## src/rtl/memstrobe_pkg.sv

```systemverilog
package memstrobe_pkg;
  localparam int ON_W   = 4;
  localparam int OFF_W  = 5;
  localparam int TICK_W = 5;
  localparam int DIV_W  = 2;
  localparam int NWIN   = 6;

  typedef struct packed {
    logic [ON_W-1:0]   cs_on;
    logic [OFF_W-1:0]  cs_rd_off;
    logic [OFF_W-1:0]  cs_wr_off;
    logic [ON_W-1:0]   av_on;
    logic [OFF_W-1:0]  av_rd_off;
    logic [OFF_W-1:0]  av_wr_off;
    logic [ON_W-1:0]   oe_on;
    logic [OFF_W-1:0]  oe_off;
    logic [ON_W-1:0]   we_on;
    logic [OFF_W-1:0]  we_off;
    logic [TICK_W-1:0] rd_len;
    logic [TICK_W-1:0] wr_len;
    logic [TICK_W-1:0] cap_tick;
    logic [TICK_W-1:0] wr_access;
    logic [ON_W-1:0]   drv_tick;
    logic [ON_W-1:0]   burst_tick;
    logic [DIV_W-1:0]  div_m1;
    logic              sync_en;
  } ms_cfg_t;
endpackage

```

## src/rtl/memstrobe_regs.sv

```systemverilog
module memstrobe_regs
  import memstrobe_pkg::*;
#(
  parameter int DATA_W = 32,
  parameter int ADDR_W = 3
) (
  input  logic              clk,
  input  logic              rst_n,
  input  logic              we,
  input  logic [ADDR_W-1:0] addr,
  input  logic [DATA_W-1:0] wdata,
  output logic [DATA_W-1:0] rdata,
  output ms_cfg_t           cfg
);
  ms_cfg_t cfg_q;

  always_ff @(posedge clk or negedge rst_n) begin
    if (!rst_n) begin
      cfg_q <= '0;
    end else if (we) begin
      case (addr)
        ADDR_W'(0): begin
          cfg_q.cs_on     <= wdata[ON_W-1:0];
          cfg_q.cs_rd_off <= wdata[8 +: OFF_W];
          cfg_q.cs_wr_off <= wdata[16 +: OFF_W];
        end
        ADDR_W'(1): begin
          cfg_q.av_on     <= wdata[ON_W-1:0];
          cfg_q.av_rd_off <= wdata[8 +: OFF_W];
          cfg_q.av_wr_off <= wdata[16 +: OFF_W];
        end
        ADDR_W'(2): begin
          cfg_q.oe_on  <= wdata[ON_W-1:0];
          cfg_q.oe_off <= wdata[8 +: OFF_W];
          cfg_q.we_on  <= wdata[16 +: ON_W];
          cfg_q.we_off <= wdata[24 +: OFF_W];
        end
        ADDR_W'(3): begin
          cfg_q.rd_len    <= wdata[TICK_W-1:0];
          cfg_q.wr_len    <= wdata[8 +: TICK_W];
          cfg_q.cap_tick  <= wdata[16 +: TICK_W];
          cfg_q.wr_access <= wdata[24 +: TICK_W];
        end
        ADDR_W'(4): begin
          cfg_q.drv_tick   <= wdata[ON_W-1:0];
          cfg_q.burst_tick <= wdata[8 +: ON_W];
          cfg_q.div_m1     <= wdata[16 +: DIV_W];
          cfg_q.sync_en    <= wdata[24];
        end
        default: ;
      endcase
    end
  end

  always_comb begin
    rdata = '0;
    case (addr)
      ADDR_W'(0): begin
        rdata[ON_W-1:0]    = cfg_q.cs_on;
        rdata[8 +: OFF_W]  = cfg_q.cs_rd_off;
        rdata[16 +: OFF_W] = cfg_q.cs_wr_off;
      end
      ADDR_W'(1): begin
        rdata[ON_W-1:0]    = cfg_q.av_on;
        rdata[8 +: OFF_W]  = cfg_q.av_rd_off;
        rdata[16 +: OFF_W] = cfg_q.av_wr_off;
      end
      ADDR_W'(2): begin
        rdata[ON_W-1:0]    = cfg_q.oe_on;
        rdata[8 +: OFF_W]  = cfg_q.oe_off;
        rdata[16 +: ON_W]  = cfg_q.we_on;
        rdata[24 +: OFF_W] = cfg_q.we_off;
      end
      ADDR_W'(3): begin
        rdata[TICK_W-1:0]   = cfg_q.rd_len;
        rdata[8 +: TICK_W]  = cfg_q.wr_len;
        rdata[16 +: TICK_W] = cfg_q.cap_tick;
        rdata[24 +: TICK_W] = cfg_q.wr_access;
      end
      ADDR_W'(4): begin
        rdata[ON_W-1:0]    = cfg_q.drv_tick;
        rdata[8 +: ON_W]   = cfg_q.burst_tick;
        rdata[16 +: DIV_W] = cfg_q.div_m1;
        rdata[24]          = cfg_q.sync_en;
      end
      default: rdata = '0;
    endcase
  end

  assign cfg = cfg_q;
endmodule

```

## src/rtl/memstrobe_seq.sv

```systemverilog
module memstrobe_seq #(
  parameter int TICK_W = 5
) (
  input  logic              clk,
  input  logic              rst_n,
  input  logic              req_valid,
  input  logic              req_write,
  input  logic [TICK_W-1:0] rd_len,
  input  logic [TICK_W-1:0] wr_len,
  output logic              req_ready,
  output logic              done,
  output logic              busy_nx,
  output logic              write_nx,
  output logic [TICK_W-1:0] tick_nx,
  output logic [TICK_W-1:0] len_nx
);
  logic              busy_q, write_q;
  logic [TICK_W-1:0] tick_q;
  logic [TICK_W-1:0] cur_len;

  assign cur_len = write_q ? wr_len : rd_len;

  always_comb begin
    busy_nx  = busy_q;
    write_nx = write_q;
    tick_nx  = tick_q;
    if (busy_q) begin
      if (tick_q == cur_len) busy_nx = 1'b0;
      else                   tick_nx = tick_q + 1'b1;
    end else if (req_valid) begin
      busy_nx  = 1'b1;
      write_nx = req_write;
      tick_nx  = '0;
    end
  end

  assign len_nx = write_nx ? wr_len : rd_len;

  always_ff @(posedge clk or negedge rst_n) begin
    if (!rst_n) begin
      busy_q  <= 1'b0;
      write_q <= 1'b0;
      tick_q  <= '0;
    end else begin
      busy_q  <= busy_nx;
      write_q <= write_nx;
      tick_q  <= tick_nx;
    end
  end

  assign req_ready = !busy_q;
  assign done      = busy_q && (tick_q == cur_len);
endmodule

```

## src/rtl/memstrobe_window.sv

```systemverilog
module memstrobe_window #(
  parameter int TICK_W     = 5,
  parameter bit ACTIVE_LOW = 1'b1
) (
  input  logic              clk,
  input  logic              rst_n,
  input  logic              busy_nx,
  input  logic              qual,
  input  logic [TICK_W-1:0] tick_nx,
  input  logic [TICK_W-1:0] len_nx,
  input  logic [TICK_W:0]   on_tick,
  input  logic [TICK_W:0]   off_tick,
  output logic              q
);
  logic [TICK_W:0] t_ext;
  logic            active;

  assign t_ext  = {1'b0, tick_nx};
  assign active = busy_nx && qual && (t_ext >= on_tick) &&
                  (t_ext < off_tick) && (tick_nx < len_nx);

  always_ff @(posedge clk or negedge rst_n) begin
    if (!rst_n) q <= ACTIVE_LOW;
    else        q <= ACTIVE_LOW ? !active : active;
  end
endmodule

```

## src/rtl/memstrobe_clkdiv.sv

```systemverilog
module memstrobe_clkdiv #(
  parameter int DIV_W = 2
) (
  input  logic             clk,
  input  logic             rst_n,
  input  logic             enable,
  input  logic [DIV_W-1:0] div_m1,
  output logic             pulse
);
  logic [DIV_W-1:0] cnt_q;

  always_ff @(posedge clk or negedge rst_n) begin
    if (!rst_n) begin
      cnt_q <= '0;
      pulse <= 1'b0;
    end else if (!enable) begin
      cnt_q <= '0;
      pulse <= 1'b0;
    end else if (cnt_q == div_m1) begin
      cnt_q <= '0;
      pulse <= 1'b1;
    end else begin
      cnt_q <= cnt_q + 1'b1;
      pulse <= 1'b0;
    end
  end
endmodule

```

## src/rtl/memstrobe_timer.sv

```systemverilog
module memstrobe_timer
  import memstrobe_pkg::*;
#(
  parameter int DATA_W = 32,
  parameter int ADDR_W = 3
) (
  input  logic              clk,
  input  logic              rst_n,
  input  logic              cfg_we,
  input  logic [ADDR_W-1:0] cfg_addr,
  input  logic [DATA_W-1:0] cfg_wdata,
  output logic [DATA_W-1:0] cfg_rdata,
  input  logic              req_valid,
  output logic              req_ready,
  input  logic              req_write,
  output logic              done,
  output logic              cs_n,
  output logic              adv_n,
  output logic              oe_n,
  output logic              we_n,
  output logic              data_capture,
  output logic              data_drive
  ,output logic             sync_clk_en
);
  localparam int WIN_W = TICK_W + 1;

  ms_cfg_t           cfg;
  logic              busy_nx, write_nx;
  logic [TICK_W-1:0] tick_nx, len_nx;
  logic [WIN_W-1:0]  on_a  [NWIN];
  logic [WIN_W-1:0]  off_a [NWIN];
  logic              qual_a[NWIN];
  logic              q_a   [NWIN];

  memstrobe_regs #(.DATA_W(DATA_W), .ADDR_W(ADDR_W)) u_regs (
    .clk(clk), .rst_n(rst_n), .we(cfg_we), .addr(cfg_addr),
    .wdata(cfg_wdata), .rdata(cfg_rdata), .cfg(cfg)
  );

  memstrobe_seq #(.TICK_W(TICK_W)) u_seq (
    .clk(clk), .rst_n(rst_n), .req_valid(req_valid), .req_write(req_write),
    .rd_len(cfg.rd_len), .wr_len(cfg.wr_len), .req_ready(req_ready),
    .done(done), .busy_nx(busy_nx), .write_nx(write_nx),
    .tick_nx(tick_nx), .len_nx(len_nx)
  );

  // window table: 0 cs, 1 adv, 2 oe, 3 we, 4 capture, 5 drive
  always_comb begin
    on_a[0]   = WIN_W'(cfg.cs_on);
    off_a[0]  = WIN_W'(write_nx ? cfg.cs_wr_off : cfg.cs_rd_off);
    qual_a[0] = 1'b1;
    on_a[1]   = WIN_W'(cfg.av_on);
    off_a[1]  = WIN_W'(write_nx ? cfg.av_wr_off : cfg.av_rd_off);
    qual_a[1] = 1'b1;
    on_a[2]   = WIN_W'(cfg.oe_on);
    off_a[2]  = WIN_W'(cfg.oe_off);
    qual_a[2] = !write_nx;
    on_a[3]   = WIN_W'(cfg.we_on);
    off_a[3]  = WIN_W'(cfg.we_off);
    qual_a[3] = write_nx;
    on_a[4]   = WIN_W'(cfg.cap_tick);
    off_a[4]  = WIN_W'(cfg.cap_tick) + 1'b1;
    qual_a[4] = !write_nx;
    on_a[5]   = WIN_W'(cfg.drv_tick);
    off_a[5]  = WIN_W'(len_nx);
    qual_a[5] = write_nx;
  end

  for (genvar i = 0; i < NWIN; i++) begin : g_win
    memstrobe_window #(.TICK_W(TICK_W), .ACTIVE_LOW(i < 4)) u_win (
      .clk(clk), .rst_n(rst_n), .busy_nx(busy_nx), .qual(qual_a[i]),
      .tick_nx(tick_nx), .len_nx(len_nx), .on_tick(on_a[i]),
      .off_tick(off_a[i]), .q(q_a[i])
    );
  end

  assign cs_n         = q_a[0];
  assign adv_n        = q_a[1];
  assign oe_n         = q_a[2];
  assign we_n         = q_a[3];
  assign data_capture = q_a[4];
  assign data_drive   = q_a[5];

  memstrobe_clkdiv #(.DIV_W(DIV_W)) u_div (
    .clk(clk), .rst_n(rst_n), .enable(cfg.sync_en),
    .div_m1(cfg.div_m1), .pulse(sync_clk_en)
  );
endmodule

```

## config.mk

```make
export PLATFORM = sky130hd
export DESIGN_NAME = memstrobe_timer
export DESIGN_NICKNAME = d
export VERILOG_FILES = /design/src/rtl/memstrobe_pkg.sv /design/src/rtl/memstrobe_regs.sv /design/src/rtl/memstrobe_seq.sv /design/src/rtl/memstrobe_window.sv /design/src/rtl/memstrobe_clkdiv.sv /design/src/rtl/memstrobe_timer.sv
export SDC_FILE = /design/constraint.sdc
export NUM_CORES = 1
export LEC_CHECK = 0
export ABC_AREA = 1
export CAP_MARGIN = 10
export CELL_PAD_IN_SITES_DETAIL_PLACEMENT = 1
export CELL_PAD_IN_SITES_GLOBAL_PLACEMENT = 1
export CORE_MARGIN = 3
export CORE_UTILIZATION = 42
export CTS_CLUSTER_SIZE = 12
export DETAILED_ROUTE_END_ITERATION = 10
export DONT_BUFFER_PORTS = 1
export PLACE_DENSITY_LB_ADDON = 0.1
export REMOVE_ABC_BUFFERS = 1
export SYNTH_ARGS = -nofsm -noshare
export SYNTH_HDL_FRONTEND = slang
export SYNTH_SLANG_ARGS = --single-unit
```

## constraint.sdc

```tcl
create_clock -name clk -period 2.97 [get_ports clk]
set_input_delay 0.594 -clock clk [delete_from_list [all_inputs] [get_ports clk]]
set_output_delay 0.594 -clock clk [all_outputs]
set_load 0.1 [all_outputs]
```

# --- Word-level counts from Yosys, hierarchy flattened ---
# Cells that the tools add are included.
word_totals:
  out_inout_bits: 41
  elab_cells: 109
  reg_bits: 93
  in_bits: 40
classes:
  mux: 25
  add_sub_neg: 3
  n_lt_le_gt_ge: 13
  reduce_logical: 33
  eq_ne: 6
op_table:
  columns: ["operator", "count"]
  rows:
  - ["$pmux 4 s5", 2]
  - ["$mux 5", 7]
  - ["$lt 5x5->1", 6]
  - ["$ge 5x4->1", 5]
  - ["$logic_and 1x1->1", 21]
  - ["$pmux 2 s5", 1]
  - ["$reduce_and 2->1", 5]
  - ["$mux 1", 8]
  - ["$pmux 2 s4", 1]
  - ["$pmux 4 s2", 1]
  - ["$add 5x1->6 const B", 1]
  - ["$eq 3x2->1 const B", 2]
  - ["$logic_not 1->1", 6]
  - ["$lt 5x6->1", 1]
  - ["$pmux 1 s3", 2]
  - ["$add 5x1->5 const B", 1]
  - ["$eq 5x5->1", 1]
  - ["$ge 5x5->1", 1]
  - ["$mux 2", 2]
  - ["$pmux 1 s4", 1]
  - ["$eq 3x1->1 const B", 1]
  - ["$eq 3x3->1 const B", 1]
  - ["$logic_not 3->1", 1]
  - ["$add 2x1->2 const B", 1]
  - ["$eq 2x2->1", 1]

# --- Longest topological paths before layout ---
depth:
  ltp_word: 9
  ltp_mapped: 23
  ltp_nobuf: 22

# --- Modules after synthesis ---
# Synthesis repeated with hierarchy kept, for this count alone.
unflattened:
  cells_unflattened: 1081
  hier_area_um2: 7367.1
by_module_without_submodules:
  columns: ["mod", "cells_each", "area_per_inst_um2", "instances", "seq_area_each_um2"]
  rows:
  - ["memstrobe_regs", 471, 3717.3, 1, 1926.8]
  - ["memstrobe_window (g_win[0].u_win ...)", 74, 441.7, 4, 26.3]
  - ["memstrobe_window (g_win[4].u_win ...)", 71, 417.9, 2, 25.0]
  - ["memstrobe_seq", 98, 659.4, 1, 175.2]
  - ["memstrobe_timer", 50, 225.2, 1, 0.0]
  - ["memstrobe_clkdiv", 24, 162.7, 1, 75.1]

# --- Worst setup path before layout ---
# No wires, ideal clock.
synth_timing:
  path_kind: "reg-to-reg"
  start: "register u_seq.busy_q"
  end: "register g_win[4].u_win.q"
  n_path_buf: 0
  required_ps: 2849
  setup_ps: 121
  path_stages_with_launch: 12
  path_slack_ps: -1142
  synth_period_minus_slack_ps: 4112
  arrival_ps: 3991
  cell_sequence: "dfrtp_1 -> inv_1 -> nor2_1 -> a211oi_1 -> ha_1 -> a21oi_1 -> o21bai_1 -> a21o_1 -> a21oi_1 -> nor2_1 -> o21ai_0 -> nor2_1"
synth_between:
  elab_cells_between_ends: 12
  classes_between: "order compare (3); mux (4); reduce/logical (5)"
synth_rtl:
  columns: ["element", "line", "rtl"]
  rows:
  - ["from (decl)", "memstrobe_seq.sv:17", "logic busy_q, write_q;"]
  - ["from (signal assigned)", "memstrobe_seq.sv:45", "busy_q <= busy_nx;"]
  - ["$mux 5 (*)", "memstrobe_seq.sv:27", "if (busy_q) begin"]
  - ["named net g_win[0].u_win.tick_nx[1]", "memstrobe_window.sv:9", "input logic [TICK_W-1:0] tick_nx,"]
  - ["$ge 5x5->1", "memstrobe_window.sv:19", "assign active = busy_nx && qual && (t_ext >= on_tick) &&"]
  - ["$logic_and 1x1->1 (2 in series)", "memstrobe_window.sv:19", null]
  - ["$logic_and 1x1->1 (*)", "memstrobe_window.sv:20", "(t_ext < off_tick) && (tick_nx < len_nx);"]
  - ["named net g_win[4].u_win.active", "memstrobe_window.sv:16", "logic active;"]
  - ["to (signal assigned)", "memstrobe_window.sv:24", "else q <= ACTIVE_LOW ? !active : active;"]
  - ["to (decl)", "memstrobe_window.sv:13", "output logic q"]
# The timed path passes the listed nets; every way through them passes the cells marked *.
# A chain may end at the register's enable or synchronous reset.

# --- Final worst setup path ---
layout_timing:
  start: "register u_seq.write_q"
  end: "register g_win[4].u_win.q"
layout_between:
  elab_chain_len: 8
  elab_cells_between_ends: 17
  classes_between: "order compare (3); eq/ne (1); mux (8); reduce/logical (5)"
layout_lines:
  columns: ["element", "line", "rtl"]
  rows:
  - ["from (decl)", "memstrobe_seq.sv:17", null]
  - ["from (signal assigned)", "memstrobe_seq.sv:46", "write_q <= write_nx;"]
  - ["$mux 5 (*)", "memstrobe_seq.sv:21", "assign cur_len = write_q ? wr_len : rd_len;"]
  - ["$eq 5x5->1 (*)", "memstrobe_seq.sv:28", "if (tick_q == cur_len) busy_nx = 1'b0;"]
  - ["$mux 5 (*)", "memstrobe_seq.sv:28", null]
  - ["$mux 5 (*)", "memstrobe_seq.sv:27", null]
  - ["named net g_win[0].u_win.tick_nx[1]", "memstrobe_window.sv:9", null]
  - ["$ge 5x5->1", "memstrobe_window.sv:19", null]
  - ["$logic_and 1x1->1 (2 in series)", "memstrobe_window.sv:19", null]
  - ["$logic_and 1x1->1 (*)", "memstrobe_window.sv:20", null]
  - ["named net g_win[4].u_win.active", "memstrobe_window.sv:16", null]
# Marks and branches as above.

==> key figures <==
Floorplan
  – Core box area: 12900 sq um
  – I/O pin count: 81
  – Die Footprint: 15000 sq um
  – DIE WIDTH: 123 um
  – Initial Utilization: 44.1%
  – Die H: 123 um
  – Site Rows: 41

Logic synthesis
  – Register area share after synthesis: 40.9%
  – Post-synthesis simple-gate area fraction: 20.8%
  – Flops & latches, synth: 93
  – Share of the synthesized area in the top cell type: 39.0%
  – Leading area contributor after synthesis: dfrtp_1
  – Post-Synthesis Cells: 733
  – Syn avg cell area: 7.78 sq um
  – Synth Warn #: 0
  – Synth Area in Compound Gates: 16.7%
  – Cell variety after synth: 44
  – Largest cells by area after synthesis: dfrtp_1 39%, nand2_1 13%, o21ai_0 9.6%, ha_1 9.4%, inv_1 7.0%
  – Largest family of logic cells by synthesized area: simple AND/OR/NAND/NOR gates
  – Mux contribution to synthesized area: 0.526%
  – Post-Synth XOR/XNOR Area: 0.768%
  – Adder-cell area share of the yosys netlist: 9.43%
  – Mapped Area: 5710 sq um

Layout
  – Most common cell after layout, fill and taps aside: nand2_1
  – Post-route cell area: 6840 sq um
  – Fin util: 52.9%
  – P&R area growth vs syn: 20.0%
  – Ratio of cells with drive above 1 in the final layout: 15.4%
  – Highest-count cells in the layout ignoring fill and taps: 191 x nand2_1, 107 x inv_1, 94 x o21ai_0, 88 x dfrtp_1, 42 x ha_1
  – # fillers: 1629
  – Number of nets in the layout: 860
  – Diode count: 0
  – Non-Filler Instances: 952

Timing
  – RSZ-0062 raised after global routing: yes
  – Layout Skew: 0.00466 ns
  – Fin Setup TNS: 0 ns
  – Period minus WS final: 2.84 ns
  – Hold violation count in the final report: 0
  – Min Hold Slack: 0.0819 ns
  – Final Max Slew Viols: 0
  – Period utilization: 95.7%
  – Max-Slew Margin vs Limit: 41.3%
  – Slew of the pin with the lowest slew margin: 0.881 ns
  – Setup Viol. Count Final: 0
  – Maximum clock frequency: 352 MHz
  – Final worst slack: 0.129 ns

Placement
  – Placed cells: 929
  – DP HPWL: 13700 um
  – Pre-CTS setup slack: -0.0130 ns
  – Number of port buffers: 0
  – Cell Area, Placed: 6410 sq um
  – Placer Congestion: 0.920

Critical path
  – R2R cell count: 20
  – Worst reg-to-reg setup slack: 0.13 ns
  – Kind of critical path: flop to flop
  – Critical R2R Capture: g_win[4].u_win.q$_DFF_PN0_
  – Launch point of the worst reg-to-reg path: u_seq.write_q$_DFF_PN0_
  – CP required: 3.21 ns
  – Worst Path Max Fanout: 8
  – Crit path DAT: 3.08 ns
  – Crit end category: flop
  – Critical Path Source: u_seq.write_q$_DFF_PN0_
  – CP Capture Point: g_win[4].u_win.q$_DFF_PN0_
  – Crit start category: flop

Detailed routing
  – Average wire per cell in the routed design: 19.4 um
  – Routed vias: 5153
  – DRC: 0
  – Detail Route Antenna Nets: 0
  – Routed WL: 18500 um
  – Via density: 5.41
  – Drt pass-1 iters: 4
  – Initial DRC Count: 235

Global routing
  – First-pass GRT wire length: 29200 um
  – Gr busiest metal: met2
  – Grt met1 use: 34.5%
  – Met2 GRT Util: 42.7%
  – Largest net degree at the start of global routing: 90
  – Met3 Use GR: 4.52%
  – Vias in the first global route: 5398
  – Initial antenna violation count: 0
  – GRT Overall Usage: 25.9%
  – Global route total overflow: 0

Clock tree
  – CTS clk-pin slew, worst paths: 0.06 ns
  – Root buffer cell: clkbuf_16
  – CTS tree: done
  – TritonCTS Sinks: 93
  – H-Tree Depth: 3
  – Max Buffers Root-to-Sink: 2
  – Worst-skew pair later-pin latency: 0.35 ns
  – Total CTS buffers: 9

Hold path
  – Worst Hold Class: input pin to async pin

Power
  – Pwr/cell area: 1110 nW/um^2
  – Total power: 7.59 mW
  – Total leakage power: 3.48 nW
  – Max VDD drop: 0.382 mV

Job
  – Number of max-cap violations: 0

Status
  – Run status: completed
==> worst min path at each step <==
stage	start	end	cells after the start
2_1_floorplan	rst_n	g_win[4].u_win.q$_DFF_PN0_	0
4_1_cts	rst_n	g_win[0].u_win.q$_DFF_PN1_	0
3_3_place_gp	rst_n	u_regs.cfg[12]$_DFFE_PN0P_	0
6_report	rst_n	g_win[0].u_win.q$_DFF_PN1_	0
5_1_grt	rst_n	g_win[0].u_win.q$_DFF_PN1_	0
3_5_place_dp	rst_n	u_regs.cfg[32]$_DFFE_PN0P_	0
==> area by class of cell <==
| type | instances | area (sq um) | share of cell area [%] |
|---|---|---|---|
| clock inverters | 2 | 60.1 | 0.878 |
| flip-flops and latches | 93 | 2330 | 34.1 |
| repair buffers | 55 | 664 | 9.71 |
| clock buffers | 12 | 236 | 3.46 |
| multi-input cells | 504 | 2900 | 42.4 |
| well taps | 172 | 215 | 3.14 |
| inverters | 114 | 435 | 6.36 |
==> kinds of logic (layout without fill, tap and decap cells) <==
| kind of cell | count (synthesis) | count (layout) |
|---|---|---|
| buffers and inverters | 147 | 183 |
| xor gates and xnor gates | 5 | 5 |
| other | 1 | 12 |
| and+or+nand+nor | 276 | 276 |
| AOI/OAI and AO/OA | 165 | 165 |
| adders and majority gates | 43 | 43 |
| DFF | 93 | 93 |
| muxes | 3 | 3 |
==> critical path, stage by stage (launching register included) <==
cell,delay (ns)
dfrtp_2,0.50
inv_8,0.11
nand2_2,0.06
nand2_1,0.05
nand2_1,0.06
nand2_2,0.08
nand2_2,0.06
nor2_4,0.16
nand2_4,0.09
nand2_4,0.07
nor2_1,0.06
a211oi_2,0.25
buf_4,0.22
ha_4,0.21
a21oi_2,0.12
o21bai_1,0.07
a21o_1,0.16
a21oi_2,0.13
nor2_1,0.05
o21ai_1,0.14
nor2_1,0.07
==> routing by layer <==
| metal | wire length (um) | up-vias |
|---|---|---|
| met2 | 8950 | 138 |
| li1 | - | 2433 |
| met3 | 952 | 21 |
| met5 | 0 | - |
| met1 | 8160 | 2561 |
| met4 | 385 | 0 |
==> registers in the layout, summed over array words and instances (netlist names) <==
name           flops
u_seq.tick_q       5
u_seq.busy_q       1
u_seq.write_q      1
u_regs.cfg        77
u_div.pulse        1
g_win.u_win.q      6
u_div.cnt_q        2
==> power breakdown <==
group / switching [mW] / internal [mW] / leakage, nW
combinational: 2.73 / 1.62 / 2.18
sequential: 0.472 / 1.56 / 1.16
clock: 0.481 / 0.729 / 0.143
total: 3.68 / 3.91 / 3.48
==> what timing repair did <==
item | 4_1_cts | 5_1_grt
gates resized for setup | 1 | 21
setup buffers | 0 | 7
hold buffers | 1 | 0
setup endpoints to repair | 1 | 6
endpoints found under the hold margin | 89 | 0
pin swaps | 0 | 8
cloned | 0 | 1
==> synth_stat cells (all sizes together) <==
master,count
a21boi,1
o211ai,2
nor3,1
nand4,2
dfstp,4
o22ai,7
a221oi,6
nand3b,1
clkinv,2
buf,16
xnor2,4
a21o,2
xor2,1
o21ai,112
o221ai,3
dfrtp,89
a221o,4
nor3b,2
conb,1
o31ai,1
a31o,1
inv,112
a211oi,4
nand3,30
a22oi,1
nand2,205
nor2,35
mux2i,3
ha,43
clkbuf,17
a21oi,15
o21bai,6
No activity file was read; power rests on OpenSTA's default activity.
